File: config.mk
export PLATFORM = sky130hd
export DESIGN_NAME = ci_change_mon
export DESIGN_NICKNAME = d
export VERILOG_FILES = /design/src/rtl/ci_mon_pkg.sv /design/src/rtl/ci_slot_trk.sv /design/src/rtl/ci_store.sv /design/src/rtl/ci_evt_fifo.sv /design/src/rtl/ci_change_mon.sv
export SDC_FILE = /design/constraint.sdc
export NUM_CORES = 1
export LEC_CHECK = 0
export BUFFER_PORTS_ARGS = -buffer_cell sky130_fd_sc_hd__buf_4
export CAP_MARGIN = 20
export CORE_UTILIZATION = 55
export CTS_CLUSTER_SIZE = 40
export DETAILED_ROUTE_END_ITERATION = 10
export GPL_TIMING_DRIVEN = 0
export HOLD_SLACK_MARGIN = 0.15
export PLACE_DENSITY = 0.69
export SYNTH_ARGS = -nofsm -noshare
export SYNTH_HDL_FRONTEND = slang
export SYNTH_SLANG_ARGS = --single-unit
File: constraint.sdc
create_clock -name clk_i -period 4.3 [get_ports clk_i]
set_clock_uncertainty 0.15 [all_clocks]
set_input_delay 0.215 -clock clk_i [delete_from_list [all_inputs] [get_ports clk_i]]
set_output_delay 0.215 -clock clk_i [all_outputs]
set_load 0.005 [all_outputs]
File: src/rtl/ci_mon_pkg.sv
package ci_mon_pkg;
  typedef struct packed {
    logic [1:0] d;
    logic [3:0] ci;
    logic       mr;
    logic       mx;
  } odd_slot_t;

  localparam logic [3:0] CI_RST = 4'b1111;
endpackage

File: src/rtl/ci_slot_trk.sv
module ci_slot_trk #(
  parameter  int SLOTS  = 16,
  localparam int SLOT_W = $clog2(SLOTS)
) (
  input  logic              clk_i,
  input  logic              rst_ni,
  input  logic              valid_i,
  input  logic              sync_i,
  output logic              act_o,
  output logic [SLOT_W-1:0] slot_o
);
  localparam logic [SLOT_W-1:0] LAST = SLOT_W'(SLOTS - 1);

  logic              synced_q;
  logic [SLOT_W-1:0] cnt_q;

  assign slot_o = sync_i ? '0 : cnt_q;
  assign act_o  = valid_i & (sync_i | synced_q);

  always_ff @(posedge clk_i or negedge rst_ni) begin
    if (!rst_ni) begin
      synced_q <= 1'b0;
      cnt_q    <= '0;
    end else if (act_o) begin
      synced_q <= 1'b1;
      cnt_q    <= (slot_o == LAST) ? '0 : slot_o + 1'b1;
    end
  end
endmodule

File: src/rtl/ci_store.sv
module ci_store #(
  parameter  int N_CH = 8,
  localparam int CH_W = $clog2(N_CH)
) (
  input  logic            clk_i,
  input  logic            rst_ni,
  input  logic            odd_act_i,
  input  logic [CH_W-1:0] ch_i,
  input  logic [3:0]      ci_i,
  input  logic            wr_en_i,
  input  logic [CH_W-1:0] wr_ch_i,
  input  logic [3:0]      wr_ci_i,
  input  logic [CH_W-1:0] rd_ch_i,
  output logic            chg_o,
  output logic [3:0]      rd_ci_o,
  output logic [3:0]      dn_ci_o
);
  import ci_mon_pkg::*;

  logic [3:0]      up_q [N_CH];
  logic [3:0]      dn_q [N_CH];
  logic [N_CH-1:0] seen_q;

  // first sample of a channel only seeds the comparison
  assign chg_o   = odd_act_i & seen_q[ch_i] & (ci_i != up_q[ch_i]);
  assign rd_ci_o = up_q[rd_ch_i];
  assign dn_ci_o = dn_q[ch_i];

  for (genvar c = 0; c < N_CH; c++) begin : g_ch
    always_ff @(posedge clk_i or negedge rst_ni) begin
      if (!rst_ni) begin
        up_q[c]   <= CI_RST;
        dn_q[c]   <= CI_RST;
        seen_q[c] <= 1'b0;
      end else begin
        if (odd_act_i && ch_i == CH_W'(c)) begin
          up_q[c]   <= ci_i;
          seen_q[c] <= 1'b1;
        end
        if (wr_en_i && wr_ch_i == CH_W'(c)) dn_q[c] <= wr_ci_i;
      end
    end
  end
endmodule

File: src/rtl/ci_evt_fifo.sv
module ci_evt_fifo #(
  parameter  int W     = 4,
  parameter  int DEPTH = 16,
  localparam int PTR_W = $clog2(DEPTH),
  localparam int CNT_W = PTR_W + 1
) (
  input  logic         clk_i,
  input  logic         rst_ni,
  input  logic         push_i,
  input  logic [W-1:0] data_i,
  input  logic         pop_i,
  output logic [W-1:0] data_o,
  output logic         empty_o,
  output logic         full_o
);
  localparam logic [PTR_W-1:0] PTR_LAST = PTR_W'(DEPTH - 1);

  logic [W-1:0]     mem_q [DEPTH];
  logic [PTR_W-1:0] wp_q, rp_q;
  logic [CNT_W-1:0] cnt_q;
  logic             do_push, do_pop;

  assign empty_o = (cnt_q == '0);
  assign full_o  = (cnt_q == CNT_W'(DEPTH));
  assign do_pop  = pop_i & ~empty_o;
  assign do_push = push_i & (~full_o | do_pop);
  assign data_o  = mem_q[rp_q];

  always_ff @(posedge clk_i or negedge rst_ni) begin
    if (!rst_ni) begin
      wp_q  <= '0;
      rp_q  <= '0;
      cnt_q <= '0;
      for (int i = 0; i < DEPTH; i++) mem_q[i] <= '0;
    end else begin
      if (do_push) begin
        mem_q[wp_q] <= data_i;
        wp_q        <= (wp_q == PTR_LAST) ? '0 : wp_q + 1'b1;
      end
      if (do_pop) rp_q <= (rp_q == PTR_LAST) ? '0 : rp_q + 1'b1;
      cnt_q <= cnt_q + CNT_W'(do_push) - CNT_W'(do_pop);
    end
  end
endmodule

File: src/rtl/ci_change_mon.sv
module ci_change_mon #(
  parameter  int N_CH       = 8,
  parameter  int FIFO_DEPTH = 16,
  localparam int SLOTS      = 2 * N_CH,
  localparam int SLOT_W     = $clog2(SLOTS),
  localparam int CH_W       = $clog2(N_CH)
) (
  input  logic              clk_i,
  input  logic              rst_ni,
  input  logic              up_valid_i,
  input  logic              up_sync_i,
  input  logic [7:0]        up_byte_i,
  output logic              dn_valid_o,
  output logic [7:0]        dn_byte_o,
  output logic [7:0]        dn_oe_o,
  input  logic              pop_i,
  output logic [SLOT_W-1:0] evt_addr_o,
  output logic              irq_o,
  output logic              ovf_o,
  input  logic [CH_W-1:0]   rd_ch_i,
  output logic [3:0]        rd_ci_o,
  input  logic              wr_en_i,
  input  logic [CH_W-1:0]   wr_ch_i,
  input  logic [3:0]        wr_ci_i
);
  import ci_mon_pkg::*;

  logic              act, odd_act, chg, f_empty, f_full;
  logic [SLOT_W-1:0] slot;
  logic [CH_W-1:0]   ch;
  logic [3:0]        dn_ci;
  odd_slot_t         up_s;
  logic              unused_bits;

  assign up_s        = up_byte_i;
  assign unused_bits = ^{up_s.d, up_s.mr, up_s.mx};

  ci_slot_trk #(.SLOTS(SLOTS)) u_trk (
    .clk_i, .rst_ni,
    .valid_i(up_valid_i), .sync_i(up_sync_i),
    .act_o(act), .slot_o(slot)
  );

  assign ch      = slot[SLOT_W-1:1];
  assign odd_act = act & slot[0];

  ci_store #(.N_CH(N_CH)) u_store (
    .clk_i, .rst_ni,
    .odd_act_i(odd_act), .ch_i(ch), .ci_i(up_s.ci),
    .wr_en_i, .wr_ch_i, .wr_ci_i,
    .rd_ch_i, .chg_o(chg), .rd_ci_o, .dn_ci_o(dn_ci)
  );

  ci_evt_fifo #(.W(SLOT_W), .DEPTH(FIFO_DEPTH)) u_fifo (
    .clk_i, .rst_ni,
    .push_i(chg), .data_i(slot), .pop_i,
    .data_o(evt_addr_o), .empty_o(f_empty), .full_o(f_full)
  );

  assign irq_o = ~f_empty;

  always_ff @(posedge clk_i or negedge rst_ni) begin
    if (!rst_ni) begin
      ovf_o      <= 1'b0;
      dn_valid_o <= 1'b0;
      dn_byte_o  <= '0;
      dn_oe_o    <= '0;
    end else begin
      if (chg && f_full && !pop_i) ovf_o <= 1'b1;
      dn_valid_o <= act;
      if (odd_act) begin
        // D pair tri-stated, handshake bits forced high
        dn_byte_o <= {2'b00, dn_ci, 2'b11};
        dn_oe_o   <= 8'h3F;
      end else begin
        dn_byte_o <= '0;
        dn_oe_o   <= '0;
      end
    end
  end
endmodule

==> metrics.txt, run 1 <==
Rows=44; met2 Usage GRT=0.3945; HPWL Detailed=12730 um; register bit total from synthesis=between 150 and 200; vias post-DR=between 5000 and 6000; clock-pin slew on the worst setup and hold paths=60 ps; Longest Clk Path Bufs=2; Initial Util=0.5649; core area=approximately 15000 sq um; Post-synth EDFFs=0; # clock sinks=between 150 and 200; H-tree depth=4; largest net degree at the start of global routing=86; number of buffers created by CTS=17; PD cells=556.5 nW/um^2; M1 GR Usage=0.3549; status=completed; Die ar.=about 15000 sq um; Worst setup EP type=flip-flop; Rel. slew slack=0.2850; vias per cell=between 5 and 6; drt pass-1 iters=6; setup-violating endpoint count in the final report=0; Worst Setup Start Kind=flip-flop; vias in the first global route=5800; share of flip-flops with an asynchronous set or reset=1.000; WL final=~18000 um; Mapped Avg Cell Area=13.02 sq um; Max Clk Rate=between 200 and 300 MHz; DR WL/cell=between 20 and 25 um; first-pass GRT wire length=around 30000 um; initial antenna violation count=0; met3 Usage GRT=0.05842; Top FF cell, synth=dfrtp_1; sequential area share after synthesis=0.4986; share of cells above drive strength 1=0.4501; root buffer cell=clkbuf_16; Req. time, crit path=roughly 4500 ps; worst-path cell chain=buf_2, nor2b_1, buf_2, a2bb2oi_1, a22o_1, o22ai_1, buf_2, o21ai_1, inv_1, ha_1, inv_1, fa_1, inv_1, a21oi_1, nor2_1, nor2_1, xnor2_1; First DRT Iteration DRCs=between 300 and 400; Inserted Diodes=0; DRT antenna net count=0; Hold/Removal Path Class=in2reg; leakage power=4.233 nW; CP max stage delay=approximately 430 ps; most frequent cells in the layout=mux2_2, dfrtp_1, dfstp_2, buf_4, mux2i_1; crit path DAT=a little under 4000 ps; worst skew pair latency=between 400 and 500 ps; Max IR drop VDD=about 450 uV; cts repair resizes=0; Slew Limit Fails=0; commonest non-fill, non-tap cell in the layout=mux2_2; Synth Warn #=0; Cells after Synth=between 600 and 700; max cap viols=0; Hold-fix buffers, CTS=10; total gr overflow=0; nets=~750; Setup Fix Bufs, Post-CTS=0; final period utilization=0.8845; Slew @ Worst Pin=around 1100 ps; Placer Congestion=around 0.81; Final Hold Viols=0; die width=between 100 and 150 um; I/O pin total=51; CP max-delay cell=fa_1; area of the mapped netlist=slightly above 8000 sq um; synthesis-to-layout area growth=16.06%; DRC Markers=0; critical-path maximum fanout=10; Total GRT Usage=0.2552; most used routing layer=met2; Post-Route Setup TNS=0 ps; Crit Path Class=reg2reg; WHS=152.6 ps; RSZ-0062 raised after global routing=false; post-synthesis cell type count=60; min cycle time layout=about 3800 ps; Die Y-Extent=~120 um; Port Buffers=40; CTS tree=done
## sequential cells by signal, indices dropped and copies added (netlist names)
register,flops
dn_byte_o,4
dn_oe_o,1
dn_valid_o,1
ovf_o,1
u_fifo.cnt_q,5
u_fifo.mem_q,64
u_fifo.rp_q,4
u_fifo.wp_q,4
u_store.dn_q,32
u_store.seen_q,8
u_store.up_q,32
u_trk.cnt_q,4
u_trk.synced_q,1
## per-layer routing
layer	wire, um	vias to the layer above
met3	825	25
met4	300	0
met5	0	-
li1	-	2489
met2	8805	130
met1	8239	2770
## cell usage after synthesis, types with 5 or more instances
master     count  area share
mux2_2       119        0.16
dfrtp_1       97        0.29
dfstp_2       64        0.20
mux2i_1       27       0.033
nand2b_1      26       0.020
clkbuf_1      24       0.011
nand2_1       24       0.011
mux4_2        17       0.046
nor2_1        17      0.0077
a21oi_1       15      0.0091
inv_1         15      0.0068
o21ai_0       15      0.0091
buf_4         13       0.012
ha_1          12       0.018
o22ai_1       10      0.0076
buf_2          9      0.0055
o2111ai_2      9       0.016
o221ai_1       8      0.0085
and2_1         6      0.0046
nor2b_1        6      0.0046
nor3b_1        6      0.0055
or2_2          6      0.0046
xnor2_1        6      0.0064
nor3_1         5      0.0030
or3_1          5      0.0038
## path summary, 6_finish.rpt
kind,startpoint,end,slack (ps),cells past startpoint
max,u_trk.cnt_q[2],u_fifo.cnt_q[4],500,17
max reg2reg,u_trk.cnt_q[2],u_fifo.cnt_q[4],500,17
max in group asynchronous,rst_ni,u_store.dn_q[19],2900,3
min in group asynchronous,rst_ni,u_fifo.mem_q[48],270,2
min reg2reg,u_fifo.mem_q[60],u_fifo.mem_q[60],310,1
min,pop_i,ovf_o,150,4
## power by group
group	leakage [nW]	internal [mW]	switching, mW
clock	0.315	0.981	0.622
combinational	1.97	0.745	0.820
sequential	1.95	1.93	0.220
## per-stage QoR
step / total power [mW] / setup WS (ps) / cell area [sq um] / util / std cells
2_1_floorplan: 3.243 / 1164 / 8253 / - / 636
3_3_place_gp: 3.650 / 573.8 / 8783 / 0.6021 / 860
3_5_place_dp: 3.727 / 468.4 / 8820 / 0.6045 / 862
4_1_cts: 5.355 / 448.3 / 9553 / 0.6548 / 904
5_1_grt: 5.622 / 187.7 / 9565 / 0.6557 / 906
6_report: 5.323 / 496.9 / 9565 / 0.6557 / 906
## worst max-delay path: cells and delay by family (launching register included)
family | cells | cell delay (ps)
AOI/OAI and AO/OA | 5 | 900
xor gates and xnor gates | 1 | 120
adders and majority gates | 2 | 590
buffers and inverters | 6 | 1160
DFF | 1 | 380
and+or+nand+nor | 3 | 390
## kinds of logic (layout without fill, tap and decap cells)
logic type	after synthesis	count (layout)	share of synthesized area
adder cells (fa/ha/maj)	13	13	0.02065
flip-flops	161	161	0.4986
multiplexers	165	165	0.2446
AO/OA/AOI/OAI	103	103	0.1098
buffers and inverters	65	151	0.03871
XOR/XNOR	7	7	0.007439
AND/OR/NAND/NOR	118	118	0.07986
other	1	4	0.0004550
## final cells by class
type / count / area [sq um]
clock buffer: 23 / 521.8
sequential: 161 / 4109
buffer: 50 / 262.8
timing repair buffer: 54 / 449.2
inverter: 15 / 56.30
tap: 184 / 230.2
multi-input combinational: 410 / 3825
clock inverter: 9 / 111.4
fill: 1076 / 5024
(Power assumes the default switching activity.)
==> inputs of run 2 (changes only) <==
Settings changed: CORE_UTILIZATION 55 to 50, PLACE_DENSITY 0.69 to 0.64.
==> run 2 against run 1 <==
  * Register-to-register slack got worse by 20 ps
  * Largest cell class unchanged
  * Routed wire length rose by 2.1%
  * Via count fell by 0.59%
  * Combinational power barely moved
  * Maximum frequency fell by 0.62%
  * Total power rose by 0.42%
  * Critical endpoint unchanged
  * Sequential cell count did not move
  * Clock-buffer cell count fell by 6
  * Highest routed layer unchanged
  * Cell count rose by 3.6%
==> metrics.txt, run 2 (synthesis gave the netlist of run 1 again) <==
DR WL/cell=19.76 um (-1.5%); Setup Fix Bufs, Post-CTS=0 (unchanged); CP max stage delay=420 ps (about the same); Worst setup EP type=flip-flop; vias in the first global route=5582 (-3.8%); Max IR drop VDD=349.8 uV (-22%); Crit Path Class=reg2reg; RSZ-0062 raised after global routing=false; Initial Util=0.5151 (-0.04983); leakage power=4.233 nW (about the same); worst-path cell chain=buf_2, nor2b_1, buf_2, a2bb2oi_1, a22o_1, o22ai_1, buf_2, o21ai_1, inv_1, ha_1, inv_1, fa_1, inv_1, a21oi_1, nor2_1, nor2_1, xnor2_1; Req. time, crit path=4470 ps (about the same); min cycle time layout=3827 ps (+23.71 ps); initial antenna violation count=0 (unchanged); final worst slack=473.1 ps (-23.71 ps); Slew @ Worst Pin=1061 ps (-2.814 ps); vias post-DR=5382 (-0.59%); CP Launch Point=u_trk.cnt_q[2]; critical-path maximum fanout=10 (unchanged); Final Hold Viols=0 (unchanged); Die ar.=17000 sq um (+9.8%); DRT antenna net count=0 (unchanged); family with the most delay on the worst path=buffers and inverters; max cap viols=0 (unchanged); cts repair resizes=0 (unchanged); number of buffers created by CTS=17 (unchanged); Slew Limit Fails=0 (unchanged); Die Y-Extent=130.4 um (+4.8%); Port Buffers=40 (unchanged); Total GRT Usage=0.2374 (-0.01778); first-pass GRT wire length=29980 um (-2.6%); largest net degree at the start of global routing=86 (unchanged); I/O pin total=51 (unchanged); Placed Area=8865 sq um (+0.51%); First DRT Iteration DRCs=258 (-19%); core area=16000 sq um (+9.7%); CTS tree=done; die width=130.4 um (+4.8%); Largest regs=u_fifo.mem_q (64), u_store.dn_q (32), u_store.up_q (32); Hold-fix buffers, CTS=11 (+1); pre-CTS WS=491.9 ps (+23.50 ps); Worst Setup Start Kind=flip-flop; critical hold path startpoint=wr_en_i; synthesis-to-layout area growth=16.67%; DRC Markers=0 (unchanged); H-tree depth=4 (unchanged); Post-Route Setup TNS=0 ps (unchanged); root buffer cell=clkbuf_16; share of cells above drive strength 1=0.4509 (+0.0007605); drt pass-1 iters=4 (-2); Hold/Removal Path Class=in2reg; clock-pin slew on the worst setup and hold paths=70 ps (about the same); CP max-delay cell=fa_1; commonest non-fill, non-tap cell in the layout=mux2_2; setup-violating endpoint count in the final report=0 (unchanged); vias per cell=5.732 (-4.1%); status=completed; Rel. slew slack=0.2869 (+0.001891); HPWL Detailed=13120 um (+3.1%); final period utilization=0.8900 (+0.005514); WL final=18550 um (+2.1%); fin area=9615 sq um (+0.52%); Placer Congestion=0.8452 (+4.7%); nets=747 (+0.13%); Inserted Diodes=0 (unchanged); Max Clk Rate=261.3 MHz (-0.62%); worst skew pair latency=440 ps (about the same); # clock sinks=161 (unchanged); PD cells=555.9 nW/um^2 (-0.10%); crit path DAT=4000 ps (+40 ps); Rows=46 (+4.5%); total gr overflow=0 (unchanged); Biggest register=u_fifo.mem_q; most frequent cells in the layout=mux2_2, dfrtp_1, dfstp_2, buf_4, mux2i_1; max reg flops=64 (unchanged); Longest Clk Path Bufs=2 (unchanged); FF-to-FF Start=u_trk.cnt_q[2]; CP Buf/Inv Count=6 (unchanged)
-- run 2: cell type report --
type | instances | area [sq um]
timing repair buffer | 55 | 459.2
buffer | 50 | 262.8
multi-input combinational | 410 | 3825
tap | 216 | 270.3
inverter | 15 | 56.30
sequential | 161 | 4109
clock buffer | 17 | 425.4
clock inverter | 15 | 207.7
fill | 1311 | 6385
-- run 2: layer usage --
metal | share of wire | vias to the layer above | global-route usage
li1 | - | 2482 | -
met1 | 0.48 | 2782 | 0.3366
met2 | 0.47 | 94 | 0.3686
met3 | 0.036 | 24 | 0.05537
met4 | 0.011 | 0 | 0.06220
met5 | 0 | - | 0
-- run 2: path summary, 6_finish.rpt --
path                                     to  slack [ps]  cells after the start
hold / removal              u_store.dn_q[9]         170                      3
setup / recovery            u_fifo.cnt_q[4]         470                     17
hold reg to reg             u_fifo.mem_q[4]         310                      1
setup reg to reg            u_fifo.cnt_q[4]         470                     17
min in group asynchronous    u_trk.cnt_q[0]         260                      2
max in group asynchronous  u_store.up_q[19]        2900                      3
-- run 2: worst min-delay path: cells and delay by family --
family | cells | cell delay (ps)
buf+inv | 1 | 130
mux | 1 | 180
simple gates | 1 | 200
-- run 2: report_power, final --
part	total, mW	switching, mW	internal, mW	leakage (nW)
combinational	1.57	0.830	0.744	1.98
sequential	2.15	0.216	1.93	1.95
clock	1.62	0.641	0.980	0.309
total	5.35	1.69	3.66	4.23
-- run 2: metrics by stage --
step / instances / hold WS [ps] / power [mW] / utilization
after detailed placement: 895 / 146.0 / 3.736 / 0.5540
final: 939 / 172.3 / 5.345 / 0.6010
after global placement: 892 / 295.7 / 3.662 / 0.5515
after global routing: 939 / 190.5 / 5.640 / 0.6010
after CTS: 938 / 174.3 / 5.375 / 0.6005
after floorplan: 636 / -230.6 / 3.243 / -
==> inputs of run 3 (changes only) <==
Settings changed: BUFFER_PORTS_ARGS -buffer_cell sky130_fd_sc_hd__buf_4 to unset, CTS_BUF_LIST set to sky130_fd_sc_hd__clkbuf_8, DONT_BUFFER_PORTS set to 1, MAX_ROUTING_LAYER set to met4, PLACE_DENSITY 0.64 to 0.61.
==> run 3 against run 2 <==
  * Routed wire length rose by 0.86%
  * Global-route usage up 0.91 points
  * Non-clock buffer count fell by 29
  * Sequential share of layout area rose by 1.8 points
  * Combinational power down 6%
  * Largest cell class unchanged
  * Largest power group unchanged
==> metrics.txt, run 3 (synthesis gave the netlist of run 1 again) <==
pre-CTS WS=483.9 ps (-8.003 ps); commonest non-fill, non-tap cell in the layout=mux2_2; Rows=46 (unchanged); CP Launch Point=u_trk.cnt_q[2]; Biggest register=u_fifo.mem_q; Max IR drop VDD=317.2 uV (-9.3%); DRC Markers=0 (unchanged); RSZ-0062 raised after global routing=false; DRT antenna net count=0 (unchanged); leakage power=3.982 nW (-5.9%); Largest regs=u_fifo.mem_q (64), u_store.dn_q (32), u_store.up_q (32); share of cells above drive strength 1=0.4107 (-0.04024); Rel. slew slack=0.2641 (-0.02282); CTS tree=done; First DRT Iteration DRCs=398 (+54%); Post-Route Setup TNS=0 ps (unchanged); nets=718 (-3.9%); clock-pin slew on the worst setup and hold paths=90 ps (+20 ps); worst reg2reg endpoint=u_fifo.cnt_q[4]; vias post-DR=5334 (-0.89%); FF-to-FF Start=u_trk.cnt_q[2]; HPWL Detailed=12650 um (-3.6%); H-tree depth=4 (unchanged); largest net degree at the start of global routing=162 (+88%); fin area=9224 sq um (-4.1%); WHS Path Cells=3 (unchanged); clock power share=0.251 (-0.052); root buffer cell=clkbuf_8; most frequent cells in the layout=mux2_2, dfrtp_1, dfstp_2, mux2i_1, nand2b_1; crit path DAT=3970 ps (-30 ps); Gate power share=0.306 (+0.011); total gr overflow=0 (unchanged); met2 Usage GRT=0.3730 (+0.004380); total power=4.847 mW (-9.3%); status=completed; number of buffers created by CTS=17 (unchanged); DR WL/cell=20.56 um (+4.1%); vias in the first global route=5402 (-3.2%); min cycle time layout=3781 ps (-46.05 ps); setup-violating endpoint count in the final report=0 (unchanged); PD cells=525.4 nW/um^2 (-5.5%); register-to-register setup slack=520 ps (+50 ps); vias per cell=5.862 (+2.3%); Inserted Diodes=0 (unchanged); FF-to-FF path depth=17 (unchanged); Die ar.=17000 sq um (unchanged); Placer Congestion=0.8320 (-1.6%); WL final=18710 um (+0.86%); Longest Clk Path Bufs=2 (unchanged); initial antenna violation count=0 (unchanged); drt pass-1 iters=5 (+1); most used routing layer=met2; Port Buffers=0 (-100%); M1 GR Usage=0.3383 (+0.001707); WHS=252.5 ps (+80.27 ps); critical-path maximum fanout=10 (unchanged); max reg flops=64 (unchanged); Int Power=3.256 mW (-11%); first-pass GRT wire length=29830 um (-0.51%); synthesis-to-layout area growth=11.92%; Max Clk Rate=264.5 MHz (+1.2%); Hold/Removal Path Class=in2reg; I/O pin total=51 (unchanged); die width=130.4 um (unchanged); Worst setup EP type=flip-flop; Placed Area=8528 sq um (-3.8%); core area=16000 sq um (unchanged); Worst Setup Start Kind=flip-flop; Final Hold Viols=0 (unchanged); sequential fraction of design power=0.443 (+0.041); Slew @ Worst Pin=1094 ps (+32.31 ps); # clock sinks=161 (unchanged); Crit Path Class=reg2reg; final worst slack=519.2 ps (+46.05 ps); Slew Limit Fails=0 (unchanged); max cap viols=0 (unchanged); Total GRT Usage=0.2464 (+0.009064); switching share of power=0.3283 (+0.01245); Req. time, crit path=4490 ps (+20 ps); Die Y-Extent=130.4 um (unchanged); Initial Util=0.5151 (unchanged); met3 Usage GRT=0.04723 (-0.008143); switching power=1.591 mW (-5.8%); worst skew pair latency=460 ps (+20 ps); final period utilization=0.8793 (-0.01071); CP endpoint=u_fifo.cnt_q[4]
[run 3: metrics by stage]
stage / cells / utilization
6_report: 910 / 0.5765
5_1_grt: 910 / 0.5765
4_1_cts: 908 / 0.5759
3_5_place_dp: 853 / 0.5330
3_3_place_gp: 852 / 0.5327
2_1_floorplan: 636 / -
[run 3: worst min path at each step]
| stage | start | end |
|---|---|---|
| detailed placement | rst_ni | u_trk.cnt_q[2] |
| global route | up_sync_i | u_fifo.mem_q[55] |
| floorplan | rst_ni | dn_byte_o[2] |
| global placement | rst_ni | dn_valid_o |
| finish | up_sync_i | u_fifo.mem_q[47] |
| CTS | up_sync_i | u_fifo.mem_q[47] |
[run 3: per-layer routing]
layer / vias to the layer above / wire length [um]
met5: - / 0
met4: 0 / 219
met3: 24 / 735
met2: 106 / 8841
met1: 2784 / 8917
li1: 2420 / -
[run 3: layout make-up]
cell class | count | area, sq um
clock inverter | 14 | 190.2
sequential | 161 | 4109
fill | 1376 | 6777
buffer | 50 | 262.8
clock buffer | 18 | 247.7
tap | 216 | 270.3
multi-input combinational | 410 | 3825
timing repair buffer | 26 | 262.8
inverter | 15 | 56.30
[run 3: critical path: stages, from the launching register on]
cell       delay, ps
dfrtp_1          380
buf_2            260
nor2b_1          280
buf_2            310
a2bb2oi_1        120
a22o_1           190
o22ai_1          280
buf_2            350
o21ai_1          200
inv_1            110
ha_1             180
inv_1             60
fa_1             420
inv_1             70
a21oi_1           60
nor2_1            80
nor2_1            60
xnor2_1          110
[run 3: repair_timing]
| item | in CTS | in global routing |
|---|---|---|
| endpoints found under the hold margin | 238 | 0 |
| gates resized for setup | 0 | 0 |
| hold buffers | 23 | 0 |
| buffers inserted | 0 | 0 |
[run 3: power groups by stage]
stage               sequential [mW]  clock [mW]  combinational [mW]
floorplan                      2.10           0                1.15
global placement               2.15           0                1.38
detailed placement             2.16           0                1.42
CTS                            2.14        1.25                1.49
global route                   2.19        1.31                1.65
finish                         2.15        1.22                1.48
